File: src/rtl/wsr_pkg.sv
package wsr_pkg;

   typedef enum logic [1:0] {
      WS_IDLE   = 2'd0,
      WS_ACTIVE = 2'd1,
      WS_SUSP   = 2'd2,
      WS_RSVD   = 2'd3
   } ws_mode_e;

   localparam int unsigned POLL_BIT     = 7;
   localparam int unsigned TOG_BIT      = 6;
   localparam int unsigned SUSP_TOG_BIT = 2;

endpackage

File: src/rtl/wsr_region.sv
module wsr_region #(
   parameter int unsigned AW        = 20,
   parameter int unsigned SECT_BITS = 11,
   parameter int unsigned BLK_BITS  = 15,
   parameter bit          BLOCK_EN  = 1'b1
) (
   input  logic [AW-1:0] addr,
   input  logic [AW-1:0] base,
   input  logic          blk,
   output logic          hit
);

   logic sect_hit;

   assign sect_hit = (addr >> SECT_BITS) == (base >> SECT_BITS);

   generate
      if (BLOCK_EN) begin : g_two_sizes
         logic blk_hit;
         assign blk_hit = (addr >> BLK_BITS) == (base >> BLK_BITS);
         assign hit     = blk ? blk_hit : sect_hit;
      end else begin : g_sector_only
         logic unused_blk;
         assign unused_blk = blk;
         assign hit        = sect_hit;
      end
   endgenerate

endmodule

File: src/rtl/wsr_toggle.sv
module wsr_toggle (
   input  logic clk,
   input  logic rst_n,
   input  logic rd_en,
   input  logic active,
   input  logic susp_hit,
   output logic tog6_now,
   output logic tog2_now
);

   logic rd_en_q;
   logic tog6_q;
   logic tog2_q;
   logic access_start;
   logic adv6;
   logic adv2;

   assign access_start = rd_en & ~rd_en_q;
   assign adv6         = access_start & active;
   assign adv2         = access_start & susp_hit;

   assign tog6_now = adv6 ? ~tog6_q : tog6_q;
   assign tog2_now = adv2 ? ~tog2_q : tog2_q;

   always_ff @(posedge clk or negedge rst_n) begin
      if (!rst_n) begin
         rd_en_q <= 1'b0;
         tog6_q  <= 1'b0;
         tog2_q  <= 1'b0;
      end else begin
         rd_en_q <= rd_en;
         tog6_q  <= tog6_now;
         tog2_q  <= tog2_now;
      end
   end

endmodule

File: src/rtl/wsr_mux.sv
module wsr_mux
   import wsr_pkg::*;
#(
   parameter int unsigned DW = 16
) (
   input  logic          clk,
   input  logic          rst_n,
   input  logic          rd_en,
   input  ws_mode_e      mode,
   input  logic          hit,
   input  logic          exp7,
   input  logic [DW-1:0] array_data,
   input  logic          tog6,
   input  logic          tog2,
   output logic [DW-1:0] rd_data
);

   logic [DW-1:0] act_word;
   logic [DW-1:0] sus_word;
   logic [DW-1:0] sel;

   for (genvar b = 0; b < DW; b++) begin : g_bits
      if (b == POLL_BIT) begin : g_poll
         assign act_word[b] = ~exp7;
         assign sus_word[b] = 1'b0;
      end else if (b == TOG_BIT) begin : g_tog
         assign act_word[b] = tog6;
         assign sus_word[b] = 1'b1;
      end else if (b == SUSP_TOG_BIT) begin : g_stog
         assign act_word[b] = 1'b0;
         assign sus_word[b] = tog2;
      end else begin : g_zero
         assign act_word[b] = 1'b0;
         assign sus_word[b] = 1'b0;
      end
   end

   always_comb begin
      case (mode)
         WS_ACTIVE: sel = act_word;
         WS_SUSP:   sel = hit ? sus_word : array_data;
         default:   sel = array_data;
      endcase
   end

   always_ff @(posedge clk or negedge rst_n) begin
      if (!rst_n)     rd_data <= '0;
      else if (rd_en) rd_data <= sel;
   end

endmodule

File: src/rtl/wstat_rdmux.sv
module wstat_rdmux
   import wsr_pkg::*;
#(
   parameter int unsigned DW        = 16,
   parameter int unsigned AW        = 20,
   parameter int unsigned SECT_BITS = 11,
   parameter int unsigned BLK_BITS  = 15,
   parameter bit          BLOCK_EN  = 1'b1
) (
   input  logic          clk,
   input  logic          rst_n,
   input  logic [1:0]    mode_i,
   input  logic          exp_d7_i,
   input  logic [AW-1:0] susp_base_i,
   input  logic          susp_blk_i,
   input  logic          rd_en_i,
   input  logic [AW-1:0] rd_addr_i,
   input  logic [DW-1:0] array_data_i,
   output logic [DW-1:0] rd_data_o,
   output logic          ready_o
);

   if (DW < 8) begin : g_bad_dw
      $error("wstat_rdmux: DW must be at least 8");
   end
   if (SECT_BITS < 1 || BLK_BITS < SECT_BITS) begin : g_bad_sizes
      $error("wstat_rdmux: need 1 <= SECT_BITS <= BLK_BITS");
   end
   if (BLK_BITS >= AW) begin : g_bad_aw
      $error("wstat_rdmux: BLK_BITS must be below AW");
   end

   ws_mode_e mode;
   logic     op_active;
   logic     op_susp;
   logic     region_hit;
   logic     tog6;
   logic     tog2;

   assign mode      = ws_mode_e'(mode_i);
   assign op_active = (mode == WS_ACTIVE);
   assign op_susp   = (mode == WS_SUSP);
   assign ready_o   = ~op_active;

   wsr_region #(
      .AW(AW), .SECT_BITS(SECT_BITS), .BLK_BITS(BLK_BITS), .BLOCK_EN(BLOCK_EN)
   ) u_region (
      .addr(rd_addr_i),
      .base(susp_base_i),
      .blk (susp_blk_i),
      .hit (region_hit)
   );

   wsr_toggle u_toggle (
      .clk     (clk),
      .rst_n   (rst_n),
      .rd_en   (rd_en_i),
      .active  (op_active),
      .susp_hit(op_susp & region_hit),
      .tog6_now(tog6),
      .tog2_now(tog2)
   );

   wsr_mux #(.DW(DW)) u_mux (
      .clk       (clk),
      .rst_n     (rst_n),
      .rd_en     (rd_en_i),
      .mode      (mode),
      .hit       (region_hit),
      .exp7      (exp_d7_i),
      .array_data(array_data_i),
      .tog6      (tog6),
      .tog2      (tog2),
      .rd_data   (rd_data_o)
   );

endmodule

File: config.mk
export PLATFORM = sky130hd
export DESIGN_NAME = wstat_rdmux
export DESIGN_NICKNAME = d
export VERILOG_FILES = /design/src/rtl/wsr_pkg.sv /design/src/rtl/wsr_region.sv /design/src/rtl/wsr_toggle.sv /design/src/rtl/wsr_mux.sv /design/src/rtl/wstat_rdmux.sv
export SDC_FILE = /design/constraint.sdc
export NUM_CORES = 1
export LEC_CHECK = 0
export CELL_PAD_IN_SITES_DETAIL_PLACEMENT = 1
export CELL_PAD_IN_SITES_GLOBAL_PLACEMENT = 1
export CORE_UTILIZATION = 23
export DETAILED_ROUTE_END_ITERATION = 6
export PLACE_DENSITY_LB_ADDON = 0.1
export SKIP_LAST_GASP = 1
export SLEW_MARGIN = 20
export SYNTH_ARGS = -nofsm -noshare
export SYNTH_HDL_FRONTEND = slang
export SYNTH_SLANG_ARGS = --single-unit
File: constraint.sdc
create_clock -name clk -period 1.62 [get_ports clk]
set_input_delay 0.324 -clock clk [delete_from_list [all_inputs] [get_ports clk]]
set_output_delay 0.324 -clock clk [all_outputs]
set_load 0.005 [all_outputs]
==> results of run 1 <==
## metrics by stage
step / total power, W / area, um2
CTS: 0.001314 / 1683
global route: 0.001401 / 1732
detailed placement: 0.0009559 / 1597
global placement: 0.0009485 / 1597
finish: 0.001314 / 1732
floorplan: 0.0006946 / 883.3
## power by group through the flow
stage | clock, W | combinational [W] | sequential (W)
floorplan | 0 | 0.000118 | 0.000576
global placement | 0 | 0.000374 | 0.000575
detailed placement | 0 | 0.000378 | 0.000578
CTS | 0.000356 | 0.000389 | 0.000569
global route | 0.000385 | 0.000439 | 0.000577
finish | 0.000342 | 0.000404 | 0.000568
## how the worst max path moves through the flow
stage                     from                            end  slack [ps]  cells past startpoint
5_1_grt          rd_addr_i[19]   u_mux.rd_data[9]$_DFFE_PN0P_          -1                      6
6_report             mode_i[1]   u_mux.rd_data[9]$_DFFE_PN0P_          40                      5
4_1_cts          rd_addr_i[11]  u_mux.rd_data[12]$_DFFE_PN0P_          10                      6
3_5_place_dp   susp_base_i[13]  u_mux.rd_data[15]$_DFFE_PN0P_        -580                      6
2_1_floorplan  susp_base_i[13]  u_mux.rd_data[12]$_DFFE_PN0P_          50                      5
3_3_place_gp   susp_base_i[11]  u_mux.rd_data[12]$_DFFE_PN0P_        -520                      6
## area by class of cell
type	count	area [um2]	area share
clock buffer	3	41.29	0.02384
sequential	19	475.5	0.2746
clock inverter	1	5.005	0.002890
tap	48	60.06	0.03468
timing repair buffer	76	706.9	0.4082
multi-input combinational	47	427.9	0.2471
inverter	4	15.01	0.008671
## state kept, by name (all words and copies together) (netlist names)
| name | flops |
|---|---|
| u_mux.rd_data | 16 |
| u_toggle.rd_en_q | 1 |
| u_toggle.tog2_q | 1 |
| u_toggle.tog6_q | 1 |
## repair_timing
item                       4_1_cts  5_1_grt
setup buffers                    4        2
setup endpoints to repair       17       16
gates resized for setup         29       12
pin swaps                       15       13
## cell families after synthesis
kind of cell | Yosys count | share of synthesized area
xor gates and xnor gates | 12 | 0.1190
and+or+nand+nor | 14 | 0.09064
adders and majority gates | 2 | 0.02832
buffers and inverters | 6 | 0.03398
AOI/OAI and AO/OA | 19 | 0.1898
DFF | 19 | 0.5382
## placed cells by master, fill, tap and decap left out, drive strengths merged
cell and instances:
a221o 2, a22o 13, a41oi 2, buf 19, clkbuf 3, clkdlybuf4s15 10, clkdlybuf4s50 36, clkinv 2
dfrtp 19, dlygate4sd2 11, ha 2, inv 3, nand2 1, nand2b 1, nand3 1, nand3b 2
nand4 1, nor2 4, nor4 2, nor4b 1, o21ai 1, o41a 1, or4 1, xnor2 10
xor2 2
## critical path, cell delays in order
cell	delay (ps)
sky130_fd_sc_hd__dlygate4sd2_1	270
sky130_fd_sc_hd__ha_4	250
sky130_fd_sc_hd__o41a_1	520
sky130_fd_sc_hd__buf_6	180
sky130_fd_sc_hd__a22o_1	190
## metal layers
metal	up-vias	part of all wire	track usage	routed length, um
met5	-	0	0	0
met4	0	0.0065	0.02557	18
met3	2	0.052	0.04107	146
met2	28	0.51	0.2566	1432
met1	437	0.43	0.1853	1193
li1	426	-	-	-
==> flow_metrics.py, run 1 <==
metrics = {
    "status": {
        "outcome": "finished clean",
    },
    "grt": {
        "first_global_vias": 972,
        "grt_max_degree": 20,
        "initial_antenna_violation_count": 0,
        "global_route_wire_length_before_repair_mm": 4.643,
        "residual_overflow_from_global_routing": 0,
        "globalRouteTotalUtil": 0.1487,
    },
    "place": {
        "placedCellCount": 188,
        "dpl.hpwl_mm": 2.045,
        "globalplace.congestion": 0.6969,
        "port_buffers": 57,
        "dp_worst_setup_slack_ps": -576.4,
    },
    "clock_tree": {
        "cts_root_buf": "sky130_fd_sc_hd__clkbuf_8",
        "worstSkewPairLatency_ps": 260,
        "cts_bufs_inserted": 3,
        "tritoncts": "yes",
        "cts.sinks": 19,
        "clock_path_buffers": 2,
        "ctsHoldBuffers": 0,
        "cts_max_level": 1,
        "clk_transition_reported_paths_ps": 80,
    },
    "route": {
        "ant_nets": 0,
        "routed_wire_length_per_instance_um": 14.09,
        "detailroute.via_count": 893,
        "route.final.wire_length_mm": 2.790,
        "detailedRoute.firstIterationViolations": 16,
        "route.detailed.drc": 0,
        "vias_per_cell": 4.510,
        "first_pass_drt_iterations": 4,
    },
    "yosys": {
        "synthDominantAreaCellType": "sky130_fd_sc_hd__dfrtp_1",
        "synthFlopType": "sky130_fd_sc_hd__dfrtp_1",
        "synth-edff-count": 0,
        "synthTopCellsByCount": "19 x sky130_fd_sc_hd__dfrtp_1, 13 x sky130_fd_sc_hd__a22o_1, 10 x sky130_fd_sc_hd__xnor2_1",
        "synth_async_sr_flop_share": 1.000,
        "ys.warnings.count": 0,
        "synthesis.nets": 137,
        "ys_seq_elements": 19,
        "cells_taking_the_most_area_after_synthesis": "sky130_fd_sc_hd__dfrtp_1 54%, sky130_fd_sc_hd__a22o_1 13%, sky130_fd_sc_hd__xnor2_1 9.9%, sky130_fd_sc_hd__ha_1 2.8%, sky130_fd_sc_hd__a221o_1 2.3%",
        "syn-mean-instance-area_um2": 12.27,
        "netlist.area_leader.share": 0.5382,
        "yosysSeqAreaShare": 0.5382,
        "netlist-cell-type-count": 22,
        "synthMostInstantiatedCell": "sky130_fd_sc_hd__dfrtp_1",
        "syn-cell-area_um2": 883.3,
        "netlist_instances": 72,
    },
    "die": {
        "die-height_um": 63.97,
        "core.rowCount": 22,
        "die_w_um": 63.97,
        "boundaryPins": 80,
        "dieArea_um2": 4092,
        "core_um2": 3661,
        "floorplan.initialDensity": 0.2413,
    },
    "timing": {
        "timing.fmax_mhz": 633.0,
        "layout_min_cycle_time_ps": 1580,
        "finalSetupTns_ps": 0,
        "layout_setup_ws_ps": 40.26,
        "timing.final.hold_violations": 0,
        "hold_ws_ps": 396.8,
        "slew_violations": 0,
        "tightest_slew_ps": 301.0,
        "setup_violations": 0,
        "relSlewSlack": 0.7975,
        "worst_clock_skew_ps": 0.8197,
        "final.period_utilization": 0.9751,
    },
    "power": {
        "power.share.switching": 0.2581,
        "power_leakage_nw": 0.7614,
        "power.density_cell_area_nw_per_um2": 758.9,
        "power.clock.fraction": 0.260,
        "vdd.ir_drop.worst_mv": 0.4510,
        "internal-power_w": 0.0009750,
        "power.combinational.fraction": 0.308,
        "power.net_switching_w": 0.0003391,
        "seqPwrFrac": 0.432,
    },
    "finish": {
        "antenna_cells": 0,
        "nFillCells": 413,
        "fraction_of_final_layout_cells_with_drive_strength_greater_than_1": 0.2000,
        "fin_util": 0.4730,
        "design.final.nets": 216,
        "layout-area-overhead-vs-synth_pct": 96.03,
        "finish.cell_count_without_fillers": 198,
    },
    "worst_setup_path": {
        "crit_path_max_fanout": 7,
        "timing.reg2reg.worst_path_depth": 4,
        "critical_path.endpoint_type": "register",
        "reg2reg_to": "u_mux.rd_data[6]$_DFFE_PN0P_",
        "worstPathArrival_ps": 1730,
        "worst_setup_slack_for_register_to_register_paths_ps": 450,
        "reg2reg_from": "u_toggle.rd_en_q$_DFF_PN0_",
        "critPathKind": "input port to register",
        "cp_data_required_time_ps": 1770,
        "timing.critical_path.from_type": "input port",
    },
    "run": {
        "count_of_maximum_capacitance_violations": 0,
    },
    "min_path": {
        "min_path_type": "input port to asynchronous set/reset pin",
    },
}
(Power assumes the default switching activity.)
==> run 2, diff against run 1 <==
--- a/config.mk
+++ b/config.mk
@@ -7,9 +7,9 @@
 export LEC_CHECK = 0
 export CELL_PAD_IN_SITES_DETAIL_PLACEMENT = 1
 export CELL_PAD_IN_SITES_GLOBAL_PLACEMENT = 1
-export CORE_UTILIZATION = 23
+export CORE_UTILIZATION = 21
 export DETAILED_ROUTE_END_ITERATION = 6
-export PLACE_DENSITY_LB_ADDON = 0.1
+export PLACE_DENSITY = 0.84
 export SKIP_LAST_GASP = 1
 export SLEW_MARGIN = 20
 export SYNTH_ARGS = -nofsm -noshare
==> constraint.sdc (replaced) <==
create_clock -name clk -period 1.8 [get_ports clk]
set_input_delay 0.36 -clock clk [delete_from_list [all_inputs] [get_ports clk]]
set_output_delay 0.36 -clock clk [all_outputs]
set_load 0.005 [all_outputs]
==> run 2 against run 1 <==
  * Via count rose by 3.2%
  * Clock skew rose by 2.7 ps
  * Combinational power down 5.9%
  * Highest routed layer unchanged
  * Clock power decreased by 13%
  * Wire length increased by 7.7%
  * First-iteration DRC count down 31%
  * Critical endpoint is now u_mux.rd_data[15]$_DFFE_PN0P_
  * Non-clock buffer count down 1
==> flow_metrics.py, run 2 (synthesis gave the netlist of run 1 again) <==
metrics = {
    "status": {
        "outcome": "finished clean",
    },
    "clock_tree": {
        "clk_transition_reported_paths_ps": 70,
        "cts.sinks": 19,
        "tritoncts": "yes",
        "worstSkewPairLatency_ps": 250,
        "cts_max_level": 1,
        "clock_path_buffers": 2,
        "ctsHoldBuffers": 0,
        "cts_root_buf": "sky130_fd_sc_hd__clkbuf_8",
        "cts_bufs_inserted": 3,
    },
    "timing": {
        "layout_min_cycle_time_ps": 1658,
        "relSlewSlack": 0.7209,
        "timing.final.hold_violations": 0,
        "slew_violations": 0,
        "final.period_utilization": 0.9212,
        "setup_violations": 0,
        "tightest_slew_ps": 417.3,
        "timing.fmax_mhz": 603.1,
        "worst_clock_skew_ps": 3.565,
        "grt_setup_unrepaired": "false",
    },
    "place": {
        "globalplace.congestion": 0.6941,
        "port_buffers": 57,
        "dpl.hpwl_mm": 2.246,
        "placedCellCount": 190,
    },
    "finish": {
        "fin_util": 0.4528,
        "antenna_cells": 0,
        "design.final.nets": 215,
        "registers.top_by_ff_count": "u_mux.rd_data",
        "final_common_cell": "sky130_fd_sc_hd__clkdlybuf4s50_1",
        "largest_reg_flops": 16,
        "layout-area-overhead-vs-synth_pct": 106.5,
        "fraction_of_final_layout_cells_with_drive_strength_greater_than_1": 0.2349,
        "finish.cell_count_without_fillers": 199,
        "commonest_cells_after_routing_fill_and_taps_aside": "36 x sky130_fd_sc_hd__clkdlybuf4s50_1, 19 x sky130_fd_sc_hd__dfrtp_1, 18 x sky130_fd_sc_hd__dlymetal6s2s_1, 15 x sky130_fd_sc_hd__buf_4, 13 x sky130_fd_sc_hd__a22o_1",
    },
    "worst_setup_path": {
        "cp_data_required_time_ps": 1940,
        "critPathKind": "input port to register",
        "critical_path.endpoint_type": "register",
        "reg2reg_from": "u_toggle.tog2_q$_DFF_PN0_",
        "worstPathArrival_ps": 1800,
        "crit_path_max_fanout": 5,
        "timing.critical_path.from_type": "input port",
        "worstSetupStartpoint": "mode_i[0]",
    },
    "route": {
        "vias_per_cell": 4.633,
        "ant_nets": 0,
        "first_pass_drt_iterations": 3,
        "detailedRoute.firstIterationViolations": 11,
        "detailroute.via_count": 922,
        "route.final.wire_length_mm": 3.006,
        "routed_wire_length_per_instance_um": 15.11,
        "route.detailed.drc": 0,
    },
    "power": {
        "finalPower_w": 0.001190,
        "vdd.ir_drop.worst_mv": 0.2720,
        "power_leakage_nw": 0.9298,
        "power.density_cell_area_nw_per_um2": 652.4,
    },
    "grt": {
        "initial_antenna_violation_count": 0,
        "globalRouteTotalUtil": 0.1397,
        "first_global_vias": 975,
        "residual_overflow_from_global_routing": 0,
        "global_route_wire_length_before_repair_mm": 4.533,
        "grt_max_degree": 17,
    },
    "die": {
        "die-height_um": 66.86,
        "core_um2": 4029,
        "boundaryPins": 80,
        "core.rowCount": 23,
        "die_w_um": 66.86,
        "dieArea_um2": 4470,
        "floorplan.initialDensity": 0.2193,
    },
    "min_path": {
        "min_path_type": "input port to asynchronous set/reset pin",
    },
    "run": {
        "count_of_maximum_capacitance_violations": 0,
    },
}
==> run 2: where the power goes <==
| group | leakage [nW] | switching, W | internal (W) |
|---|---|---|---|
| clock | 0.0255 | 0.000143 | 0.000154 |
| sequential | 0.241 | 0.0000328 | 0.000481 |
| combinational | 0.664 | 0.000129 | 0.000252 |
==> run 2: repair_timing <==
item / in CTS / in global routing
buffers inserted: 2 / 2
pin swaps: 3 / 12
cloned: 0 / 1
setup endpoints to repair: 17 / 17
hold endpoints to repair: 0 / 0
gates resized for setup: 11 / 27
==> run 2: layout make-up <==
cell class	instances	area [um2]
Clock buffer	3	41.29
Clock inverter	1	5.005
Fill cell	443	2205
Inverter	4	15.01
Multi-Input combinational cell	47	466.7
Sequential cell	19	475.5
Tap cell	50	62.56
Timing Repair Buffer	75	758.2
==> run 2: layer usage <==
| metal | wire length (um) | track usage |
|---|---|---|
| met1 | 1198 | 0.1563 |
| met2 | 1536 | 0.2424 |
| met3 | 232 | 0.04452 |
| met4 | 39 | 0.05585 |
| met5 | 0 | 0 |
==> run 2: worst max-delay path: stages <==
cell	delay, ps
sky130_fd_sc_hd__dlygate4sd2_1	250
sky130_fd_sc_hd__inv_2	80
sky130_fd_sc_hd__ha_4	210
sky130_fd_sc_hd__o41a_1	530
sky130_fd_sc_hd__buf_6	170
sky130_fd_sc_hd__a22o_1	200
==> run 2: per-stage QoR <==
step           area [um2]  hold slack (ps)  setup WS [ps]  setup TNS (ps)
5_1_grt              1824            436.9          93.55               0
6_report             1824            401.5          141.9               0
3_5_place_dp         1599            476.9         -445.4           -6826
3_3_place_gp         1599            466.8         -380.6           -6329
2_1_floorplan       883.3            64.41          132.4               0
4_1_cts              1703            422.4         -52.24          -58.28
==> run 2: final timing paths <==
| check | endpoint | slack (ps) | cells after the start |
|---|---|---|---|
| setup / recovery | u_mux.rd_data[15]$_DFFE_PN0P_ | 140 | 6 |
| hold / removal | u_mux.rd_data[9]$_DFFE_PN0P_ | 400 | 1 |
| setup reg to reg | u_mux.rd_data[2]$_DFFE_PN0P_ | 620 | 4 |
| hold reg to reg | u_toggle.tog6_q$_DFF_PN0_ | 480 | 1 |
| max in group asynchronous | u_mux.rd_data[14]$_DFFE_PN0P_ | 900 | 2 |
| min in group clk | u_toggle.tog6_q$_DFF_PN0_ | 480 | 1 |
==> run 3, diff against run 2 <==
--- a/config.mk
+++ b/config.mk
@@ -7,9 +7,9 @@
 export LEC_CHECK = 0
 export CELL_PAD_IN_SITES_DETAIL_PLACEMENT = 1
 export CELL_PAD_IN_SITES_GLOBAL_PLACEMENT = 1
-export CORE_UTILIZATION = 21
+export CORE_UTILIZATION = 23
 export DETAILED_ROUTE_END_ITERATION = 6
-export PLACE_DENSITY = 0.84
+export PLACE_DENSITY = 0.91
 export SKIP_LAST_GASP = 1
 export SLEW_MARGIN = 20
 export SYNTH_ARGS = -nofsm -noshare
==> constraint.sdc (replaced) <==
create_clock -name clk -period 2 [get_ports clk]
set_input_delay 0.4 -clock clk [delete_from_list [all_inputs] [get_ports clk]]
set_output_delay 0.4 -clock clk [all_outputs]
set_load 0.005 [all_outputs]
==> run 3 against run 2 <==
  * Utilization shrank 0.75 points
  * Clock-buffer cell count grew 1
  * Sequential cell count is the same
  * Total power shrank 14%
  * First-iteration DRC count shrank 45%
  * Final cell count shrank 5.0%
  * Sequential power shrank 10%
  * Die area shrank 8.4%
  * Combinational power shrank 20%
  * Highest routed layer unchanged
==> flow_metrics.py, run 3 (synthesis gave the netlist of run 1 again) <==
metrics = {
    "clock_tree": {
        "cts_root_buf": "sky130_fd_sc_hd__clkbuf_8",
        "tritoncts": "yes",
        "cts_bufs_inserted": 3,
        "cts.sinks": 19,
        "clock_path_buffers": 2,
        "cts_max_level": 1,
        "worstSkewPairLatency_ps": 250,
        "post-cts-setup-buffer-count": 0,
        "clk_transition_reported_paths_ps": 60,
    },
    "finish": {
        "commonest_cells_after_routing_fill_and_taps_aside": "56 x sky130_fd_sc_hd__clkdlybuf4s50_1, 19 x sky130_fd_sc_hd__dfrtp_1, 13 x sky130_fd_sc_hd__a22o_1, 10 x sky130_fd_sc_hd__xnor2_1, 10 x sky130_fd_sc_hd__buf_4",
        "layout-area-overhead-vs-synth_pct": 84.56,
        "final_cell_area_um2": 1630,
        "fraction_of_final_layout_cells_with_drive_strength_greater_than_1": 0.09929,
        "registers.top_by_ff_count": "u_mux.rd_data",
        "final_common_cell": "sky130_fd_sc_hd__clkdlybuf4s50_1",
        "largest_reg_flops": 16,
        "design.final.nets": 207,
        "antenna_cells": 0,
        "nFillCells": 409,
    },
    "die": {
        "floorplan.initialDensity": 0.2413,
        "core_um2": 3661,
        "core.rowCount": 22,
        "die-height_um": 63.97,
        "dieArea_um2": 4092,
        "die_w_um": 63.97,
        "boundaryPins": 80,
    },
    "worst_setup_path": {
        "critPathKind": "input port to register",
        "cp_num_buf_inv": 3,
        "critical_path.cell_chain": "clkdlybuf4s50_1 > inv_1 > ha_4 > o41a_1 > buf_4 > a22o_1",
        "cp_data_required_time_ps": 2130,
        "timing.critical_path.from_type": "input port",
        "critical_path.endpoint_type": "register",
        "crit_path_max_fanout": 6,
        "worstPathArrival_ps": 2050,
        "timing.reg2reg.worst_path_depth": 4,
        "cp_top_family": "buffers and inverters",
        "cp_slowest_stage_delay_ps": 470,
        "slowest_stage": "sky130_fd_sc_hd__clkdlybuf4s50_1",
        "worstSetupPathDepth": 6,
    },
    "route": {
        "vias_per_cell": 4.577,
        "routed_wire_length_per_instance_um": 14.49,
        "first_pass_drt_iterations": 4,
        "route.detailed.drc": 0,
        "route.final.wire_length_mm": 2.738,
        "ant_nets": 0,
        "detailedRoute.firstIterationViolations": 6,
        "detailroute.via_count": 865,
    },
    "timing": {
        "timing.final.hold_violations": 0,
        "slew_violations": 0,
        "tightest_slew_ps": 379.7,
        "hold_ws_ps": 470.3,
        "setup_violations": 0,
        "grt_setup_unrepaired": "false",
        "layout_setup_ws_ps": 83.66,
        "layout_min_cycle_time_ps": 1916,
        "worst_clock_skew_ps": 5.360,
        "final.period_utilization": 0.9582,
        "relSlewSlack": 0.7433,
        "timing.fmax_mhz": 521.8,
    },
    "grt": {
        "initial_antenna_violation_count": 0,
        "global_route_wire_length_before_repair_mm": 4.547,
        "first_global_vias": 1015,
        "globalRouteTotalUtil": 0.1461,
        "grt_max_degree": 20,
        "residual_overflow_from_global_routing": 0,
    },
    "place": {
        "port_buffers": 57,
        "placed_cell_area_um2": 1574,
        "globalplace.congestion": 0.6494,
        "dp_worst_setup_slack_ps": -283.3,
        "dpl.hpwl_mm": 2.310,
    },
    "power": {
        "power.density_cell_area_nw_per_um2": 626.8,
        "vdd.ir_drop.worst_mv": 0.2400,
        "finalPower_w": 0.001022,
        "power_leakage_nw": 0.6771,
    },
    "status": {
        "outcome": "finished clean",
    },
    "run": {
        "count_of_maximum_capacitance_violations": 0,
    },
    "min_path": {
        "timing.hold.worst_path_depth": 1,
        "min_path_type": "register to register",
    },
}
## run 3: power by group
| part | switching, W | leakage [nW] | total, W | internal (W) |
|---|---|---|---|---|
| clock | 0.000116 | 0.0228 | 0.000257 | 0.000141 |
| sequential | 0.0000271 | 0.241 | 0.000460 | 0.000433 |
| combinational | 0.000100 | 0.413 | 0.000305 | 0.000205 |
| total | 0.000243 | 0.677 | 0.00102 | 0.000779 |
## run 3: worst register-to-register path: stages (launching register included)
cell                      delay [ps]
sky130_fd_sc_hd__dfrtp_1         400
sky130_fd_sc_hd__xor2_1          170
sky130_fd_sc_hd__nor2_1          100
sky130_fd_sc_hd__nor4b_1         340
sky130_fd_sc_hd__a221o_1         170
## run 3: worst paths after layout
path,endpoint,slack (ps),startpoint
min reg2reg,u_toggle.tog6_q$_DFF_PN0_,470,u_toggle.tog6_q$_DFF_PN0_
min,u_toggle.tog6_q$_DFF_PN0_,470,u_toggle.tog6_q$_DFF_PN0_
min in group asynchronous,u_toggle.tog2_q$_DFF_PN0_,500,rst_n
max reg2reg,u_mux.rd_data[2]$_DFFE_PN0P_,750,u_toggle.tog2_q$_DFF_PN0_
max in group asynchronous,u_mux.rd_data[10]$_DFFE_PN0P_,1290,rst_n
max,u_mux.rd_data[1]$_DFFE_PN0P_,80,mode_i[0]
## run 3: cell type report
class,count,area [um2],share of cell area
clock buffer,4,45.04,0.02763
inverter,4,15.01,0.009210
multi-input combinational,47,390.4,0.2394
sequential,19,475.5,0.2916
tap,48,60.06,0.03684
timing repair buffer,67,644.4,0.3952
## run 3: what timing repair did
item / in CTS / in global routing
resized for setup: 1 / 1
hold buffers: 0 / 0
gates cloned: 0 / 0
setup endpoints to repair: 14 / 13
pin swaps: 1 / 1
## run 3: metrics by stage
| step | utilization | setup TNS [ps] | std cells |
|---|---|---|---|
| 2_1_floorplan | - | 0 | 72 |
| 4_1_cts | 0.4419 | 0 | 189 |
| 3_3_place_gp | 0.4299 | -3685 | 185 |
| 3_5_place_dp | 0.4299 | -4236 | 185 |
| 6_report | 0.4453 | 0 | 189 |
| 5_1_grt | 0.4453 | 0 | 189 |
## run 3: layer usage
layer / share of wire / up-vias / global-route usage
met3: 0.069 / 6 / 0.04107
met2: 0.55 / 45 / 0.2793
met5: 0 / - / 0
met1: 0.36 / 407 / 0.1446
met4: 0.019 / 0 / 0.06250
li1: - / 407 / -
